[src/rtl/uopc_pkg.sv]
package uopc_pkg;
  typedef enum logic [1:0] {
    MODE_FILTER = 2'd0,
    MODE_BUILD  = 2'd1,
    MODE_FETCH  = 2'd2
  } uopc_mode_e;
endpackage

[src/rtl/uopc_built_array.sv]
// Per-edge built bits: one synchronous-set flop per edge, cleared by reset only.
module uopc_built_array #(
  parameter int EDGES = 64,
  parameter int IDX_W = 6
) (
  input  logic             clk,
  input  logic             rst_n,
  input  logic [IDX_W-1:0] rd_idx,
  output logic             rd_bit,
  input  logic             set_en,
  input  logic [IDX_W-1:0] set_idx
);
  logic [EDGES-1:0] bits_q;

  for (genvar i = 0; i < EDGES; i++) begin : g_bit
    always_ff @(posedge clk) begin
      if (!rst_n) begin
        bits_q[i] <= 1'b0;
      end else if (set_en && (set_idx == IDX_W'(i))) begin
        bits_q[i] <= 1'b1;
      end
    end
  end

  assign rd_bit = bits_q[rd_idx];
endmodule

[src/rtl/uopc_edge_counters.sv]
// Saturating built/unbuilt lookup counts and the build timer.
// The *_nx outputs are the post-update values used for the mode decision.
module uopc_edge_counters #(
  parameter int CNT_W = 8,
  parameter int TMR_W = 5
) (
  input  logic             clk,
  input  logic             rst_n,
  input  logic             clr,
  input  logic             bump_en,
  input  logic             bump_built,
  input  logic             tmr_en,
  output logic [CNT_W-1:0] bcnt_nx,
  output logic [CNT_W-1:0] fcnt_nx,
  output logic [TMR_W-1:0] tmr_nx
);
  localparam logic [CNT_W-1:0] CNT_MAX = '1;
  localparam logic [TMR_W-1:0] TMR_MAX = '1;

  logic [CNT_W-1:0] bcnt_q, fcnt_q;
  logic [TMR_W-1:0] tmr_q;

  always_comb begin
    bcnt_nx = bcnt_q;
    fcnt_nx = fcnt_q;
    tmr_nx  = tmr_q;
    if (bump_en && !bump_built && (bcnt_q != CNT_MAX)) bcnt_nx = bcnt_q + 1'b1;
    if (bump_en &&  bump_built && (fcnt_q != CNT_MAX)) fcnt_nx = fcnt_q + 1'b1;
    if (tmr_en && (tmr_q != TMR_MAX))                  tmr_nx  = tmr_q + 1'b1;
  end

  always_ff @(posedge clk) begin
    if (!rst_n || clr) begin
      bcnt_q <= '0;
      fcnt_q <= '0;
      tmr_q  <= '0;
    end else begin
      bcnt_q <= bcnt_nx;
      fcnt_q <= fcnt_nx;
      tmr_q  <= tmr_nx;
    end
  end
endmodule

[src/rtl/uopc_ratio_judge.sv]
// Ratio thresholds by cross-multiplication with constant shifts.
module uopc_ratio_judge #(
  parameter int CNT_W         = 8,
  parameter int TMR_W         = 5,
  parameter int ENTER_SHIFT   = 2,
  parameter int EXIT_SHIFT    = 1,
  parameter int BUILD_TIMEOUT = 16
) (
  input  logic [CNT_W-1:0] bcnt,
  input  logic [CNT_W-1:0] fcnt,
  input  logic [TMR_W-1:0] tmr,
  output logic             go_fetch,
  output logic             go_leave,
  output logic             timed_out
);
  localparam int EN_W = CNT_W + ENTER_SHIFT;
  localparam int EX_W = CNT_W + EXIT_SHIFT;

  logic [EN_W-1:0] b_scaled_en, f_wide_en;
  logic [EX_W-1:0] b_scaled_ex, f_wide_ex;

  always_comb begin
    b_scaled_en = EN_W'(bcnt) << ENTER_SHIFT;
    f_wide_en   = EN_W'(fcnt);
    b_scaled_ex = EX_W'(bcnt) << EXIT_SHIFT;
    f_wide_ex   = EX_W'(fcnt);
  end

  assign go_fetch  = (fcnt != '0) && (f_wide_en >= b_scaled_en);
  assign go_leave  = (bcnt != '0) && (b_scaled_ex >= f_wide_ex);
  assign timed_out = (tmr == TMR_W'(BUILD_TIMEOUT));
endmodule

[src/rtl/uopc_alloc_slot.sv]
// Single registered allocation request slot with valid/ready output.
module uopc_alloc_slot #(
  parameter int IDX_W = 6
) (
  input  logic             clk,
  input  logic             rst_n,
  input  logic             load,
  input  logic [IDX_W-1:0] load_idx,
  input  logic             drop_en,
  input  logic [IDX_W-1:0] drop_idx,
  input  logic             flush,
  input  logic             out_ready,
  output logic             out_valid,
  output logic [IDX_W-1:0] out_idx,
  output logic             can_accept
);
  logic             valid_q;
  logic [IDX_W-1:0] idx_q;
  logic             fire, drop;

  assign fire       = valid_q && out_ready;
  assign drop       = valid_q && drop_en && (drop_idx == idx_q);
  assign can_accept = !valid_q || out_ready;

  always_ff @(posedge clk) begin
    if (!rst_n) begin
      valid_q <= 1'b0;
      idx_q   <= '0;
    end else if (flush) begin
      valid_q <= 1'b0;
    end else if (load) begin
      valid_q <= 1'b1;
      idx_q   <= load_idx;
    end else if (fire || drop) begin
      valid_q <= 1'b0;
    end
  end

  assign out_valid = valid_q;
  assign out_idx   = idx_q;
endmodule

[src/rtl/uopc_mode_ctrl.sv]
module uopc_mode_ctrl
  import uopc_pkg::*;
#(
  parameter int EDGES         = 64,
  parameter int CNT_W         = 8,
  parameter int BUILD_TIMEOUT = 16,
  parameter int ENTER_SHIFT   = 2,
  parameter int EXIT_SHIFT    = 1,
  localparam int IDX_W        = $clog2(EDGES)
) (
  input  logic             clk,
  input  logic             rst_n,
  input  logic             lk_valid,
  output logic             lk_ready,
  input  logic [IDX_W-1:0] lk_edge,
  input  logic             lk_qual,
  input  logic             tag_valid,
  input  logic [IDX_W-1:0] tag_edge,
  input  logic             tag_hit,
  input  logic             flush,
  output logic [1:0]       mode,
  output logic             icache_en,
  output logic             alloc_valid,
  input  logic             alloc_ready,
  output logic [IDX_W-1:0] alloc_edge,
  output logic             bset_valid,
  output logic [IDX_W-1:0] bset_edge
);
  localparam int TMR_W = $clog2(BUILD_TIMEOUT + 1);

  uopc_mode_e       mode_q, mode_d;
  logic             accept, edge_built, tag_set;
  logic             in_build, in_fetch, cnt_clr;
  logic [CNT_W-1:0] bcnt_nx, fcnt_nx;
  logic [TMR_W-1:0] tmr_nx;
  logic             go_fetch, go_leave, timed_out;
  logic             slot_free;
  logic             bset_q;
  logic [IDX_W-1:0] bset_idx_q;

  assign in_build = (mode_q == MODE_BUILD);
  assign in_fetch = (mode_q == MODE_FETCH);
  assign lk_ready = slot_free;
  assign accept   = lk_valid && slot_free && !flush;
  assign tag_set  = tag_valid && tag_hit;

  uopc_built_array #(.EDGES(EDGES), .IDX_W(IDX_W)) u_built (
    .clk    (clk),
    .rst_n  (rst_n),
    .rd_idx (lk_edge),
    .rd_bit (edge_built),
    .set_en (tag_set),
    .set_idx(tag_edge)
  );

  uopc_edge_counters #(.CNT_W(CNT_W), .TMR_W(TMR_W)) u_cnt (
    .clk       (clk),
    .rst_n     (rst_n),
    .clr       (cnt_clr),
    .bump_en   (accept && (in_build || in_fetch)),
    .bump_built(edge_built),
    .tmr_en    (accept && in_build),
    .bcnt_nx   (bcnt_nx),
    .fcnt_nx   (fcnt_nx),
    .tmr_nx    (tmr_nx)
  );

  uopc_ratio_judge #(
    .CNT_W(CNT_W), .TMR_W(TMR_W), .ENTER_SHIFT(ENTER_SHIFT),
    .EXIT_SHIFT(EXIT_SHIFT), .BUILD_TIMEOUT(BUILD_TIMEOUT)
  ) u_judge (
    .bcnt     (bcnt_nx),
    .fcnt     (fcnt_nx),
    .tmr      (tmr_nx),
    .go_fetch (go_fetch),
    .go_leave (go_leave),
    .timed_out(timed_out)
  );

  uopc_alloc_slot #(.IDX_W(IDX_W)) u_slot (
    .clk       (clk),
    .rst_n     (rst_n),
    .load      (accept && in_build && !edge_built),
    .load_idx  (lk_edge),
    .drop_en   (tag_set),
    .drop_idx  (tag_edge),
    .flush     (flush),
    .out_ready (alloc_ready),
    .out_valid (alloc_valid),
    .out_idx   (alloc_edge),
    .can_accept(slot_free)
  );

  // Mode sequencing; flush has top priority, fetch entry beats timeout.
  always_comb begin
    mode_d  = mode_q;
    cnt_clr = 1'b0;
    if (flush) begin
      mode_d  = MODE_FILTER;
      cnt_clr = 1'b1;
    end else if (accept) begin
      unique case (mode_q)
        MODE_FILTER: begin
          cnt_clr = 1'b1;
          if (lk_qual) mode_d = MODE_BUILD;
        end
        MODE_BUILD: begin
          if (go_fetch) begin
            mode_d = MODE_FETCH;
          end else if (timed_out) begin
            mode_d  = MODE_FILTER;
            cnt_clr = 1'b1;
          end
        end
        MODE_FETCH: begin
          if (go_leave) begin
            mode_d  = MODE_FILTER;
            cnt_clr = 1'b1;
          end
        end
        default: begin
          mode_d  = MODE_FILTER;
          cnt_clr = 1'b1;
        end
      endcase
    end
  end

  always_ff @(posedge clk) begin
    if (!rst_n) begin
      mode_q     <= MODE_FILTER;
      bset_q     <= 1'b0;
      bset_idx_q <= '0;
    end else begin
      mode_q     <= mode_d;
      bset_q     <= tag_set;
      if (tag_set) bset_idx_q <= tag_edge;
    end
  end

  assign mode       = mode_q;
  assign icache_en  = !in_fetch;
  assign bset_valid = bset_q;
  assign bset_edge  = bset_idx_q;
endmodule

[config.mk]
export PLATFORM = sky130hd
export DESIGN_NAME = uopc_mode_ctrl
export DESIGN_NICKNAME = d
export VERILOG_FILES = /design/src/rtl/uopc_pkg.sv /design/src/rtl/uopc_built_array.sv /design/src/rtl/uopc_edge_counters.sv /design/src/rtl/uopc_ratio_judge.sv /design/src/rtl/uopc_alloc_slot.sv /design/src/rtl/uopc_mode_ctrl.sv
export SDC_FILE = /design/constraint.sdc
export NUM_CORES = 1
export LEC_CHECK = 0
export CORE_ASPECT_RATIO = 0.8
export CORE_MARGIN = 5
export CORE_UTILIZATION = 56
export CTS_BUF_LIST = sky130_fd_sc_hd__clkbuf_4
export DETAILED_ROUTE_END_ITERATION = 12
export GPL_ROUTABILITY_DRIVEN = 0
export GPL_TIMING_DRIVEN = 0
export MAX_ROUTING_LAYER = met4
export PLACE_DENSITY = 0.85
export SLEW_MARGIN = 5
export SYNTH_ARGS = -nofsm -noshare
export SYNTH_HDL_FRONTEND = slang
export SYNTH_SLANG_ARGS = --single-unit
[constraint.sdc]
create_clock -name clk -period 5.3 [get_ports clk]
set_clock_uncertainty 0.05 [all_clocks]
set_input_delay 0.795 -clock clk [delete_from_list [all_inputs] [get_ports clk]]
set_output_delay 0.795 -clock clk [all_outputs]
set_load 0.01 [all_outputs]
* Word-level counts from Yosys, hierarchy flattened
Cells that the tools add are included.
** Storage, ports and cells
- Bits in registers :: 101
- Bits of input ports :: 20
- Output and inout bits :: 18
** Cells by class
- Muxes and demuxes :: 18
- Bitwise gates (word level) :: 2
- $lt $le $gt $ge :: 3
- Add/subtract/negate cells :: 3
- Reductions and logical operators :: 97
- Equality and inequality tests :: 73
** Operator list (count)
- 6-bit equality test, second input constant :: 32
- 6-bit by 5-bit equality test with 1-bit output, second input constant :: 16
- 1-bit logical AND :: 80
- 6-bit by 4-bit equality test with 1-bit output, second input constant :: 8
- 6-bit by 3-bit equality test with 1-bit output, second input constant :: 4
- 8-bit by 1-bit adder with 8-bit output, second input constant :: 2
- 8-bit two-way mux :: 2
- 8-bit inequality test, second input constant :: 2
- 8-bit nonzero test :: 2
- 6-bit by 2-bit equality test with 1-bit output, second input constant :: 2
- 8-bit by 10-bit greater-or-equal comparator with 1-bit output :: 1
- 9-bit by 8-bit greater-or-equal comparator with 1-bit output :: 1
- 1-bit two-way mux :: 8
- 2-bit two-way mux :: 4
- 6-bit by 7-bit < comparator with 1-bit output, second input constant :: 1
- 1-bit binary-select mux with 6-bit select :: 1
- 6-bit by 1-bit equality test with 1-bit output, second input constant :: 1
- 6-bit equality test :: 1
- 6-bit logical NOT :: 1
- 2-bit one-hot mux with 3 select lines :: 1
- 5-bit by 1-bit adder with 5-bit output, second input constant :: 1
- 5-bit equality test, second input constant :: 1
- 1-bit logical NOT :: 5
- 5-bit two-way mux :: 1
- 14 further kinds :: 18

* Depth between registers and ports, before layout
Gate-level depths: netlist (run 1).
- Word-level depth :: 15
- Gate-level depth with buffers :: 19
- Mapped depth without buffers :: 17

* Hierarchy
A second synthesis (run 1) with hierarchy kept.
** Second synthesis, totals
- Cells, all modules :: 540
- Area, all modules :: 5109.9 um^2
** By module, submodules not included
- uopc_built_array :: sequential area each 1281.2 um^2, area an instance 2777.7 um^2, cells an instance 277, instances 1
- uopc_edge_counters :: sequential area each 420.4 um^2, area an instance 1096.1 um^2, cells an instance 119, instances 1
- uopc_mode_ctrl :: sequential area each 180.2 um^2, area an instance 511.7 um^2, cells an instance 59, instances 1
- uopc_ratio_judge :: sequential area each 0.0 um^2, area an instance 375.4 um^2, cells an instance 50, instances 1
- uopc_alloc_slot :: sequential area each 140.1 um^2, area an instance 349.1 um^2, cells an instance 35, instances 1

* Least setup slack after synthesis (run 1)
Ideal clock, no wire load.
- Kind :: input to register
- Start point :: in lk_edge[0]
- End point :: reg mode_q[0], in the netlist mode[0]
- Arrival time :: 4.301 ns
- Buffers on the path :: 2
- Setup slack :: 0.815 ns
- Setup time :: 0.134 ns
- Cell stages on the path :: 18
- Cell sequence :: buf_6 buf_12 mux2i_1 a22oi_1 a21oi_1 or4_4 a21boi_2 nor2_1 xnor2_1 inv_1 ha_1 a21o_1 a21oi_1 nand2_1 o21a_1 o221ai_1 nor3_1 or4_1
** Between the ends
- Longest elaborated chain between the ends :: 10
- Elaborated cells on any way between the ends :: 20
- Those cells by class :: order compare: 2; eq/ne: 2; mux: 6; reduce/logical: 10
** Ends and longest elaborated chain
- start: declaration :: line uopc_mode_ctrl.sv:15 : input logic [IDX_W-1:0] lk_edge,
- 1-bit binary-select mux with 6-bit select * :: line uopc_built_array.sv:25 : assign rd_bit = bits_q[rd_idx];
- 1-bit two-way mux (not written as such) * :: line uopc_built_array.sv:25
- 1-bit logical NOT * :: line uopc_edge_counters.sv:27 : if (bump_en && !bump_built && (bcnt_q != CNT_MAX)) bcnt_nx = bcnt_q + 1'b1;
- 1-bit logical AND * (2 in a row) :: line uopc_edge_counters.sv:27
- 8-bit two-way mux * :: line uopc_edge_counters.sv:27
- net bcnt_nx[4] :: line uopc_mode_ctrl.sv:34 : logic [CNT_W-1:0] bcnt_nx, fcnt_nx;
- 8-bit by 10-bit greater-or-equal comparator with 1-bit output (tied with other cells) :: line uopc_ratio_judge.sv:29 : assign go_fetch = (fcnt != '0) && (f_wide_en >= b_scaled_en);
- 1-bit logical AND, on equally long branches :: line uopc_ratio_judge.sv:29, uopc_ratio_judge.sv:30
- 3-bit by 1-bit inequality test with 1-bit output (no source line) (tied with other cells)
- 4-bit AND reduction (no source line) or 2-bit one-hot mux with 3 select lines (tied branches)
- end signal: assignment :: line uopc_mode_ctrl.sv:135 : mode_q <= mode_d;
- end: declaration :: line uopc_mode_ctrl.sv:31 : uopc_mode_e mode_q, mode_d;
Mark *: on every way through the listed nets, which the timed path passes. The rest lies on a longest branch. The select of a mux whose other input is x is not followed.
A chain may end at the register's enable or synchronous reset.

* Worst setup path in the final report (run 1)
- Start point :: in lk_edge[2]
- End point :: reg mode_q[0], in the netlist mode[0]
The elaborated chain is that of the path after synthesis.

==> report_table.html, run 1 <==
<table>
<tr><th>Metric</th><th>Value</th></tr>
<tr><th colspan="2">Setup path</th></tr>
<tr><td>Slowest Stage Delay on Critical Path</td><td>570 ps</td></tr>
<tr><td>Buffering stage count on the worst path with inverters included</td><td>3</td></tr>
<tr><td>List of cells traversed by the critical path</td><td>clkdlybuf4s50_1 &gt; nor2b_1 &gt; buf_2 &gt; a22oi_1 &gt; a21oi_1 &gt; o41ai_1 &gt; a21boi_4 &gt; nor2_1 &gt; xnor2_1 &gt; inv_1 &gt; ha_1 &gt; a21o_1 &gt; a21oi_1 &gt; nand2_1 &gt; o21a_1 &gt; o221ai_1 &gt; nor3_1 &gt; or4_1</td></tr>
<tr><td>Crit-path leading delay family</td><td>compound AO/OA/AOI/OAI gates</td></tr>
<tr><td>Critical-path top delay cell</td><td>o41ai_1</td></tr>
<tr><td>Req. time, crit path</td><td>5590 ps</td></tr>
<tr><td>Worst reg2reg path startpoint</td><td>mode[0]</td></tr>
<tr><td>Most frequent CP cell</td><td>a21oi_1</td></tr>
<tr><td>Worst R2R Setup Slack</td><td>520 ps</td></tr>
<tr><td>Largest driver fanout on the critical path</td><td>10</td></tr>
<tr><td>Launching instance or port of the critical path</td><td>lk_edge[2]</td></tr>
<tr><td>Critical Setup Path Class</td><td>input pin to flop</td></tr>
<tr><td>Data arrival time at the worst-slack endpoint</td><td>5550 ps</td></tr>
<tr><td>Crit start category</td><td>input pin</td></tr>
<tr><td>CP endpoint kind</td><td>flop</td></tr>
<tr><th colspan="2">Logic synthesis</th></tr>
<tr><td>Flip-flop cell with the highest count after synthesis</td><td>dfxtp_1</td></tr>
<tr><td>Netlist area before placement</td><td>5430 µm²</td></tr>
<tr><td>Average cell area after synthesis</td><td>8.58 µm²</td></tr>
<tr><td>Mapped Cells</td><td>633</td></tr>
<tr><td>Post-synthesis async set-or-reset flop share</td><td>0%</td></tr>
<tr><td>Post-synth top area share</td><td>37.2%</td></tr>
<tr><td>Synthesized Nets</td><td>668</td></tr>
<tr><td>Count of synthesis-stage warnings from yosys</td><td>0</td></tr>
<tr><td>Part of the Yosys area used for sequential elements</td><td>37.2%</td></tr>
<tr><td>Area leader, netlist</td><td>dfxtp_1</td></tr>
<tr><td>Leading cell types by total area after synthesis</td><td>dfxtp_1 37%, mux2i_1 8.1%, nor2b_1 6.2%, a21oi_1 5.1%, nor2_1 4.5%</td></tr>
<tr><td>Number of flops mapped to enable cells by yosys</td><td>0</td></tr>
<tr><td>FF+latch count, synth</td><td>101</td></tr>
<tr><td>Count of cell types in the netlist</td><td>67</td></tr>
<tr><th colspan="2">Global route</th></tr>
<tr><td>Via count of the first global-routing pass</td><td>4736</td></tr>
<tr><td>First-pass GRT wire length</td><td>22900 µm</td></tr>
<tr><td>Largest net degree at the start of global routing</td><td>18</td></tr>
<tr><td>Overflow left after global routing</td><td>0</td></tr>
<tr><td>Initial antenna violation count</td><td>0</td></tr>
<tr><td>Global routing usage summed across all routing layers</td><td>24.4%</td></tr>
<tr><th colspan="2">Clock tree</th></tr>
<tr><td>Post-CTS setup buffer count</td><td>0</td></tr>
<tr><td>Clock root cell</td><td>clkbuf_4</td></tr>
<tr><td>Clock latency of the later-clocked register in the worst-skew pair</td><td>450 ps</td></tr>
<tr><td>Clock slew at reported path FFs</td><td>160 ps</td></tr>
<tr><td>Number of H-tree branching levels</td><td>3</td></tr>
<tr><td>CTS tree</td><td>built</td></tr>
<tr><td>TritonCTS sink count</td><td>101</td></tr>
<tr><td>Number of buffers inserted during clock tree synthesis</td><td>9</td></tr>
<tr><td>Buffer levels on the longest clock path</td><td>2</td></tr>
<tr><th colspan="2">Power and ir drop</th></tr>
<tr><td>Leakage power total</td><td>2.21 nW</td></tr>
<tr><td>Worst supply voltage drop on vdd</td><td>0.156 mV</td></tr>
<tr><td>Total power of the final layout</td><td>0.00132 W</td></tr>
<tr><td>Pwr dens</td><td>218 nW/µm²</td></tr>
<tr><th colspan="2">STA</th></tr>
<tr><td>Smallest hold slack</td><td>423 ps</td></tr>
<tr><td>Setup-violating endpoint count in the final report</td><td>0</td></tr>
<tr><td>Period utilisation layout</td><td>99.2%</td></tr>
<tr><td>Slew at the pin with the worst max-slew slack</td><td>1140 ps</td></tr>
<tr><td>Slew margin rel.</td><td>23.3%</td></tr>
<tr><td>Summed negative setup slack over all endpoints</td><td>0 ps</td></tr>
<tr><td>Final Critical Period</td><td>5260 ps</td></tr>
<tr><td>Count of pins over their slew limit</td><td>0</td></tr>
<tr><td>Endpoints failing hold</td><td>0</td></tr>
<tr><td>Top achievable clock speed</td><td>0.190 GHz</td></tr>
<tr><th colspan="2">Routing</th></tr>
<tr><td>Routed WL</td><td>14100 µm</td></tr>
<tr><td>Antenna-violating nets left</td><td>0</td></tr>
<tr><td>Via-to-Cell Ratio</td><td>6.16</td></tr>
<tr><td>DRC violations left</td><td>0</td></tr>
<tr><td>Vias post-DR</td><td>4919</td></tr>
<tr><td>Per-cell routed wire length</td><td>17.7 µm</td></tr>
<tr><td>DR iter-0 viols</td><td>380</td></tr>
<tr><td>Pre-antenna DRT Iters</td><td>5</td></tr>
<tr><th colspan="2">Final layout</th></tr>
<tr><td>Most common cell after layout, fill and taps aside</td><td>dfxtp_1</td></tr>
<tr><td>Most frequent cells in the layout</td><td>101 x dfxtp_1, 64 x nor2_1, 55 x a21oi_1</td></tr>
<tr><td>Diodes inserted</td><td>0</td></tr>
<tr><td>Share of final-layout standard cells stronger than drive strength 1</td><td>7.22%</td></tr>
<tr><td>Fillcell total</td><td>751</td></tr>
<tr><td>Summed area of non-filler cells in the final layout</td><td>6060 µm²</td></tr>
<tr><td>Net count of the finished layout</td><td>709</td></tr>
<tr><td>Synth-to-layout area growth</td><td>11.6%</td></tr>
<tr><th colspan="2">Status</th></tr>
<tr><td>Run status</td><td>finished, final reports clean</td></tr>
<tr><th colspan="2">Floorplan</th></tr>
<tr><td>Die Span Y</td><td>98.1 µm</td></tr>
<tr><td>Core region area</td><td>9570 µm²</td></tr>
<tr><td>Floorplan die area</td><td>11800 µm²</td></tr>
<tr><td>Floorplan row count</td><td>32</td></tr>
<tr><td>Starting density of the core</td><td>56.8%</td></tr>
<tr><td>Number of top-level pins</td><td>38</td></tr>
<tr><td>Die X-Extent</td><td>120 µm</td></tr>
<tr><th colspan="2">Run</th></tr>
<tr><td>Count of maximum capacitance violations</td><td>0</td></tr>
<tr><th colspan="2">Placed design</th></tr>
<tr><td>Port-buffer cells</td><td>30</td></tr>
<tr><td>Cell area after placement</td><td>5880 µm²</td></tr>
<tr><td>Post-detail-place hpwl</td><td>10500 µm</td></tr>
<tr><th colspan="2">Hold path</th></tr>
<tr><td>Type of the worst min-delay path</td><td>flop to flop</td></tr>
<tr><td>Worst hold path startpoint</td><td>bset_edge[5]</td></tr>
</table>
==> repair_timing <==
action | CTS | global route
setup endpoints to repair | 4 | 21
pin swaps | 0 | 1
hold buffers | 0 | 0
gates resized for setup | 2 | 7
==> report_power, final <==
group	internal (W)	switching, W
logic	0.0000535	0.0000821
clock network	0.000153	0.000263
registers	0.000764	0.00000267
total	0.000971	0.000348
==> final cells by class <==
type	instances	area, µm²	share of cell area (%)
well taps	119	149	2.46
inverters	20	75.1	1.24
plain buffers	36	191	3.16
repair buffers	30	300	4.96
flip-flops and latches	101	2020	33.4
clock buffers	10	75.1	1.24
multi-input cells	476	3170	52.4
clock inverters	6	72.6	1.20
==> sequential cells by signal (all words and copies together) (netlist names) <==
register,cells
u_slot.out_idx,6
u_cnt.tmr_q,5
u_built.bits_q,64
u_cnt.bcnt_q,8
u_cnt.fcnt_q,8
bset_edge,6
mode,2
u_slot.out_valid,1
bset_valid,1
==> worst reg2reg max path, cell delays in order, from the launching register on <==
cell and delay (ps):
dfxtp_1 440, inv_1 90, ha_1 300, nand4b_1 320, or4_1 590, o21ai_0 350
nand2_1 120, xor2_1 270, inv_1 80, ha_1 320, a21o_1 170, a21oi_1 290
nand2_1 90, o21a_1 220, o221ai_1 350, nor3_1 110, or4_1 520
==> metrics by stage <==
step           utilization (%)  worst slack, ps  instances
2_1_floorplan                -              815        633
3_3_place_gp              61.5             -357        782
3_5_place_dp              61.5             -466        782
4_1_cts                   63.1             56.2        798
5_1_grt                   63.3            -15.7        798
6_report                  63.3             42.7        798
==> cell usage after synthesis (all sizes together) (3+ instances only) <==
master	n
nand2b	5
and3	8
dfxtp	101
nand3	10
or4	3
nor2	65
a21boi	8
o21ai	9
and2	6
nor3b	4
a21oi	55
ha	15
a22oi	18
nand2	35
a211oi	6
or3	4
nor3	21
xnor2	8
buf	9
or2	7
o21a	24
nor4	8
a41oi	3
clkbuf	27
nor2b	54
inv	20
nand4	5
mux2i	44
a221oi	3
xor2	15
==> layer usage <==
metal  global-route usage [%]  up-vias  routed length [µm]  share of wire [%]
li1                         -     2314                   -                  -
met1                     32.9     2331                6360                 45
met2                     37.0      236                6410                 45
met3                     3.82       38                1010                7.2
met4                     8.98        0                 344                2.4
met5                        -        -                   0                  0
==> cells by family (layout without fill, tap and decap cells) <==
family / after synthesis / after routing / share of synthesized area [%]
XOR/XNOR: 23 / 23 / 3.71
flip-flops: 101 / 101 / 37.2
adder cells (fa/ha/maj): 15 / 15 / 3.46
AND/OR/NAND/NOR: 243 / 243 / 23.6
AO/OA/AOI/OAI: 150 / 150 / 18.8
buffers and inverters: 56 / 102 / 4.86
multiplexers: 45 / 45 / 8.32
==> path summary, 6_finish.rpt <==
| check | cells past startpoint | to |
|---|---|---|
| setup reg to reg | 16 | mode[0] |
| setup / recovery | 18 | mode[0] |
| hold reg to reg | 2 | bset_edge[5] |
| hold / removal | 2 | bset_edge[5] |
Power figures use the tool's default switching activity.
==> run 2, diff against run 1 <==
--- a/config.mk
+++ b/config.mk
@@ -5,6 +5,7 @@
 export SDC_FILE = /design/constraint.sdc
 export NUM_CORES = 1
 export LEC_CHECK = 0
+export ABC_AREA = 1
 export CORE_ASPECT_RATIO = 0.8
 export CORE_MARGIN = 5
 export CORE_UTILIZATION = 56
@@ -12,8 +13,7 @@
 export DETAILED_ROUTE_END_ITERATION = 12
 export GPL_ROUTABILITY_DRIVEN = 0
 export GPL_TIMING_DRIVEN = 0
-export MAX_ROUTING_LAYER = met4
-export PLACE_DENSITY = 0.85
+export PLACE_DENSITY = 0.86
 export SLEW_MARGIN = 5
 export SYNTH_ARGS = -nofsm -noshare
 export SYNTH_HDL_FRONTEND = slang
==> run 2 against run 1 <==
Effect of this change:
- first-iteration DRC count increased by 75%
- non-clock buffer count decreased by 5
- setup slack improved by 1300 ps
- largest power group unchanged
==> report_table.html, run 2 <==
<table>
<tr><th>Metric</th><th>Value</th></tr>
<tr><th colspan="2">Floorplan</th></tr>
<tr><td>Starting density of the core</td><td>56.5% (-0.22 points)</td></tr>
<tr><td>Die X-Extent</td><td>116 µm (-3.3%)</td></tr>
<tr><td>Floorplan row count</td><td>31 (-3.1%)</td></tr>
<tr><td>Core region area</td><td>8920 µm² (-6.8%)</td></tr>
<tr><td>Floorplan die area</td><td>11000 µm² (-6.5%)</td></tr>
<tr><td>Die Span Y</td><td>94.9 µm (-3.3%)</td></tr>
<tr><td>Number of top-level pins</td><td>38 (unchanged)</td></tr>
<tr><th colspan="2">Logic synthesis</th></tr>
<tr><td>Leading cell types by total area after synthesis</td><td>dfxtp_1 40%, nand2_1 11%, a21oi_1 8.0%, nor2_1 7.6%, nand3_1 6.7%</td></tr>
<tr><td>Top cells by instance count after synthesis</td><td>149 x nand2_1, 102 x nor2_1, 101 x dfxtp_1</td></tr>
<tr><td>Mapped Cells</td><td>705 (+11%)</td></tr>
<tr><td>Area leader, netlist</td><td>dfxtp_1</td></tr>
<tr><td>Average cell area after synthesis</td><td>7.15 µm² (-17%)</td></tr>
<tr><td>Netlist area before placement</td><td>5040 µm² (-7.1%)</td></tr>
<tr><td>Count of cell types in the netlist</td><td>41 (-39%)</td></tr>
<tr><td>Count of synthesis-stage warnings from yosys</td><td>0 (unchanged)</td></tr>
<tr><td>Synthesized Nets</td><td>740 (+11%)</td></tr>
<tr><td>Post-synth top area share</td><td>40.1% (+2.9 points)</td></tr>
<tr><td>Part of the Yosys area used for sequential elements</td><td>40.1% (+2.9 points)</td></tr>
<tr><td>Cell with the most instances after synthesis</td><td>nand2_1</td></tr>
<tr><td>Number of flops mapped to enable cells by yosys</td><td>0 (unchanged)</td></tr>
<tr><td>Flip-flop cell with the highest count after synthesis</td><td>dfxtp_1</td></tr>
<tr><td>Post-synthesis async set-or-reset flop share</td><td>0% (unchanged)</td></tr>
<tr><td>FF+latch count, synth</td><td>101 (unchanged)</td></tr>
<tr><th colspan="2">Routing</th></tr>
<tr><td>Pre-antenna DRT Iters</td><td>6 (+1)</td></tr>
<tr><td>Via-to-Cell Ratio</td><td>5.58 (-9.5%)</td></tr>
<tr><td>DRC violations left</td><td>0 (unchanged)</td></tr>
<tr><td>Routed WL</td><td>13000 µm (-7.8%)</td></tr>
<tr><td>Per-cell routed wire length</td><td>15.0 µm (-15%)</td></tr>
<tr><td>Vias post-DR</td><td>4855 (-1.3%)</td></tr>
<tr><td>Antenna-violating nets left</td><td>0 (unchanged)</td></tr>
<tr><td>DR iter-0 viols</td><td>666 (+75%)</td></tr>
<tr><th colspan="2">STA</th></tr>
<tr><td>Count of pins over their slew limit</td><td>0 (unchanged)</td></tr>
<tr><td>Setup repair after global routing missed its margin</td><td>no</td></tr>
<tr><td>Slew at the pin with the worst max-slew slack</td><td>896 ps (-244 ps)</td></tr>
<tr><td>Period utilisation layout</td><td>74.6% (-25 points)</td></tr>
<tr><td>Slew margin rel.</td><td>39.8% (+16 points)</td></tr>
<tr><td>Summed negative setup slack over all endpoints</td><td>0 ps (unchanged)</td></tr>
<tr><td>Setup-violating endpoint count in the final report</td><td>0 (unchanged)</td></tr>
<tr><td>Endpoints failing hold</td><td>0 (unchanged)</td></tr>
<tr><td>Final Critical Period</td><td>3950 ps (-1300 ps)</td></tr>
<tr><td>Top achievable clock speed</td><td>0.253 GHz (+33%)</td></tr>
<tr><th colspan="2">Setup path</th></tr>
<tr><td>Critical Setup Path Class</td><td>input pin to flop</td></tr>
<tr><td>Largest driver fanout on the critical path</td><td>10 (unchanged)</td></tr>
<tr><td>Worst R2R Setup Slack</td><td>1750 ps (+1230 ps)</td></tr>
<tr><td>Crit start category</td><td>input pin</td></tr>
<tr><td>CP endpoint kind</td><td>flop</td></tr>
<tr><td>Req. time, crit path</td><td>5640 ps (+50 ps)</td></tr>
<tr><td>Data arrival time at the worst-slack endpoint</td><td>4300 ps (-1250 ps)</td></tr>
<tr><th colspan="2">Clock tree</th></tr>
<tr><td>Post-CTS setup buffer count</td><td>0 (unchanged)</td></tr>
<tr><td>CTS tree</td><td>built</td></tr>
<tr><td>Clock root cell</td><td>clkbuf_4</td></tr>
<tr><td>Resized Gates After CTS</td><td>0 (-2)</td></tr>
<tr><td>TritonCTS sink count</td><td>101 (unchanged)</td></tr>
<tr><td>Number of buffers inserted during clock tree synthesis</td><td>9 (unchanged)</td></tr>
<tr><td>Clock slew at reported path FFs</td><td>160 ps (about the same)</td></tr>
<tr><td>Number of H-tree branching levels</td><td>3 (unchanged)</td></tr>
<tr><td>Post-CTS Hold Buffers</td><td>0 (unchanged)</td></tr>
<tr><td>Clock latency of the later-clocked register in the worst-skew pair</td><td>460 ps (about the same)</td></tr>
<tr><td>Buffer levels on the longest clock path</td><td>2 (unchanged)</td></tr>
<tr><th colspan="2">Final layout</th></tr>
<tr><td>Max FFs per register</td><td>64 (unchanged)</td></tr>
<tr><td>Diodes inserted</td><td>0 (unchanged)</td></tr>
<tr><td>Most frequent cells in the layout</td><td>149 x nand2_1, 102 x nor2_1, 101 x dfxtp_1</td></tr>
<tr><td>Reg with most FFs</td><td>u_built.bits_q</td></tr>
<tr><td>Share of final-layout standard cells stronger than drive strength 1</td><td>10.3% (+3.1 points)</td></tr>
<tr><td>Registers with the most flip-flops</td><td>u_built.bits_q (64), u_cnt.bcnt_q (8), u_cnt.fcnt_q (8)</td></tr>
<tr><td>Most common cell after layout, fill and taps aside</td><td>nand2_1</td></tr>
<tr><td>Net count of the finished layout</td><td>785 (+11%)</td></tr>
<tr><td>Synth-to-layout area growth</td><td>12.8%</td></tr>
<tr><th colspan="2">Power and ir drop</th></tr>
<tr><td>Leakage power total</td><td>2.37 nW (+7.1%)</td></tr>
<tr><td>Cell internal power dissipation</td><td>0.00101 W (+3.6%)</td></tr>
<tr><td>Share of power burned in the clock network</td><td>33.9% (+2.3 points)</td></tr>
<tr><td>Portion of total power attributed to sequential cells</td><td>56.4% (-1.8 points)</td></tr>
<tr><td>Combinational cell fraction of total power</td><td>9.7% (-0.6 points)</td></tr>
<tr><td>Total power of the final layout</td><td>0.00136 W (+3.3%)</td></tr>
<tr><td>Worst supply voltage drop on vdd</td><td>0.211 mV (+35%)</td></tr>
<tr><td>Share of total power consumed by net switching</td><td>26.2% (-0.22 points)</td></tr>
<tr><td>Net switching power</td><td>0.000356 W (+2.4%)</td></tr>
<tr><td>Pwr dens</td><td>239 nW/µm² (+10%)</td></tr>
<tr><th colspan="2">Global route</th></tr>
<tr><td>Overflow left after global routing</td><td>0 (unchanged)</td></tr>
<tr><td>First-pass GRT wire length</td><td>21000 µm (-8.1%)</td></tr>
<tr><td>Largest net degree at the start of global routing</td><td>18 (unchanged)</td></tr>
<tr><td>Initial antenna violation count</td><td>0 (unchanged)</td></tr>
<tr><td>Global routing usage summed across all routing layers</td><td>24.0% (-0.40 points)</td></tr>
<tr><td>Via count of the first global-routing pass</td><td>4562 (-3.7%)</td></tr>
<tr><th colspan="2">Run</th></tr>
<tr><td>Count of maximum capacitance violations</td><td>0 (unchanged)</td></tr>
<tr><th colspan="2">Hold path</th></tr>
<tr><td>Type of the worst min-delay path</td><td>flop to flop</td></tr>
<tr><th colspan="2">Placed design</th></tr>
<tr><td>Post-detail-place hpwl</td><td>9710 µm (-7.9%)</td></tr>
<tr><td>Port-buffer cells</td><td>34 (+13%)</td></tr>
<tr><th colspan="2">Status</th></tr>
<tr><td>Run status</td><td>finished, final reports clean</td></tr>
</table>
[run 2: cell count changes after synthesis, moves of 24 or more]
cell     change
nor2b_1     -54
o21a_1      -24
nor2_2      +24
a21oi_1     +26
nor2_1      +37
mux2i_1     -42
inv_1       +38
nand3_1     +58
nand2_1    +114
[run 2: path summary, 6_finish.rpt]
kind | startpoint | end | cells after the start
max reg2reg | mode[1] | u_cnt.bcnt_q[0] | 22
min | bset_edge[5] | bset_edge[5] | 2
min reg2reg | bset_edge[5] | bset_edge[5] | 2
max | lk_edge[2] | u_cnt.bcnt_q[0] | 25
[run 2: cell type report]
cell class	instances	area, µm²
inverter	67	254
multi-input combinational	510	2590
tap	115	144
sequential	101	2020
fill	753	3230
clock inverter	7	95.1
clock buffer	9	67.6
timing repair buffer	34	340
buffer	27	179
[run 2: stage by stage]
step,hold WS (ps),area (µm²),cells,setup slack (ps),util (%)
floorplan,380,5040,705,1670,-
global placement,392,5530,854,1030,62.0
detailed placement,407,5530,854,933,62.0
CTS,429,5690,870,1410,63.8
global route,448,5690,870,1050,63.8
finish,431,5690,870,1350,63.8
[run 2: cell families after synthesis]
logic type / Yosys count / share of synthesized area [%]
buf+inv: 94 / 8.58
simple gates: 373 / 32.6
fa+ha+maj: 15 / 3.72
mux: 2 / 0.397
compound gates: 104 / 11.3
xor+xnor: 16 / 3.37
flops: 101 / 40.1
[run 2: worst max-delay path, cell delays in order]
cell and delay, ps:
buf_2 230, clkinv_1 390, nand3_1 250, nand2_1 110, nand2_1 70, nand3_1 80, nand3_2 110, nand4_1 140
buf_6 190, inv_2 70, nand3_2 70, xor2_2 260, inv_1 90, ha_1 320, a21o_1 170, a211oi_1 220
nand2_1 110, nand3_1 80, nand2_1 60, clkinv_1 50, nand2_1 40, nand2_1 70, nand2_2 70, buf_6 170
nor2_2 80
[run 2: layer usage]
layer  up-vias  GRT usage (%)  routed length (µm)
met4         0           8.99                 314
met1      2156           32.2                5510
met5         -              0                   0
met2       293           37.3                5730
met3        38           5.89                1460
li1       2368              -                   -
[run 2: power groups by stage]
stage,combinational [W],sequential (W),clock (W)
floorplan,0.0000756,0.000786,0
global route,0.000141,0.000770,0.000496
global placement,0.000125,0.000785,0
CTS,0.000128,0.000769,0.000465
finish,0.000132,0.000769,0.000462
detailed placement,0.000127,0.000785,0
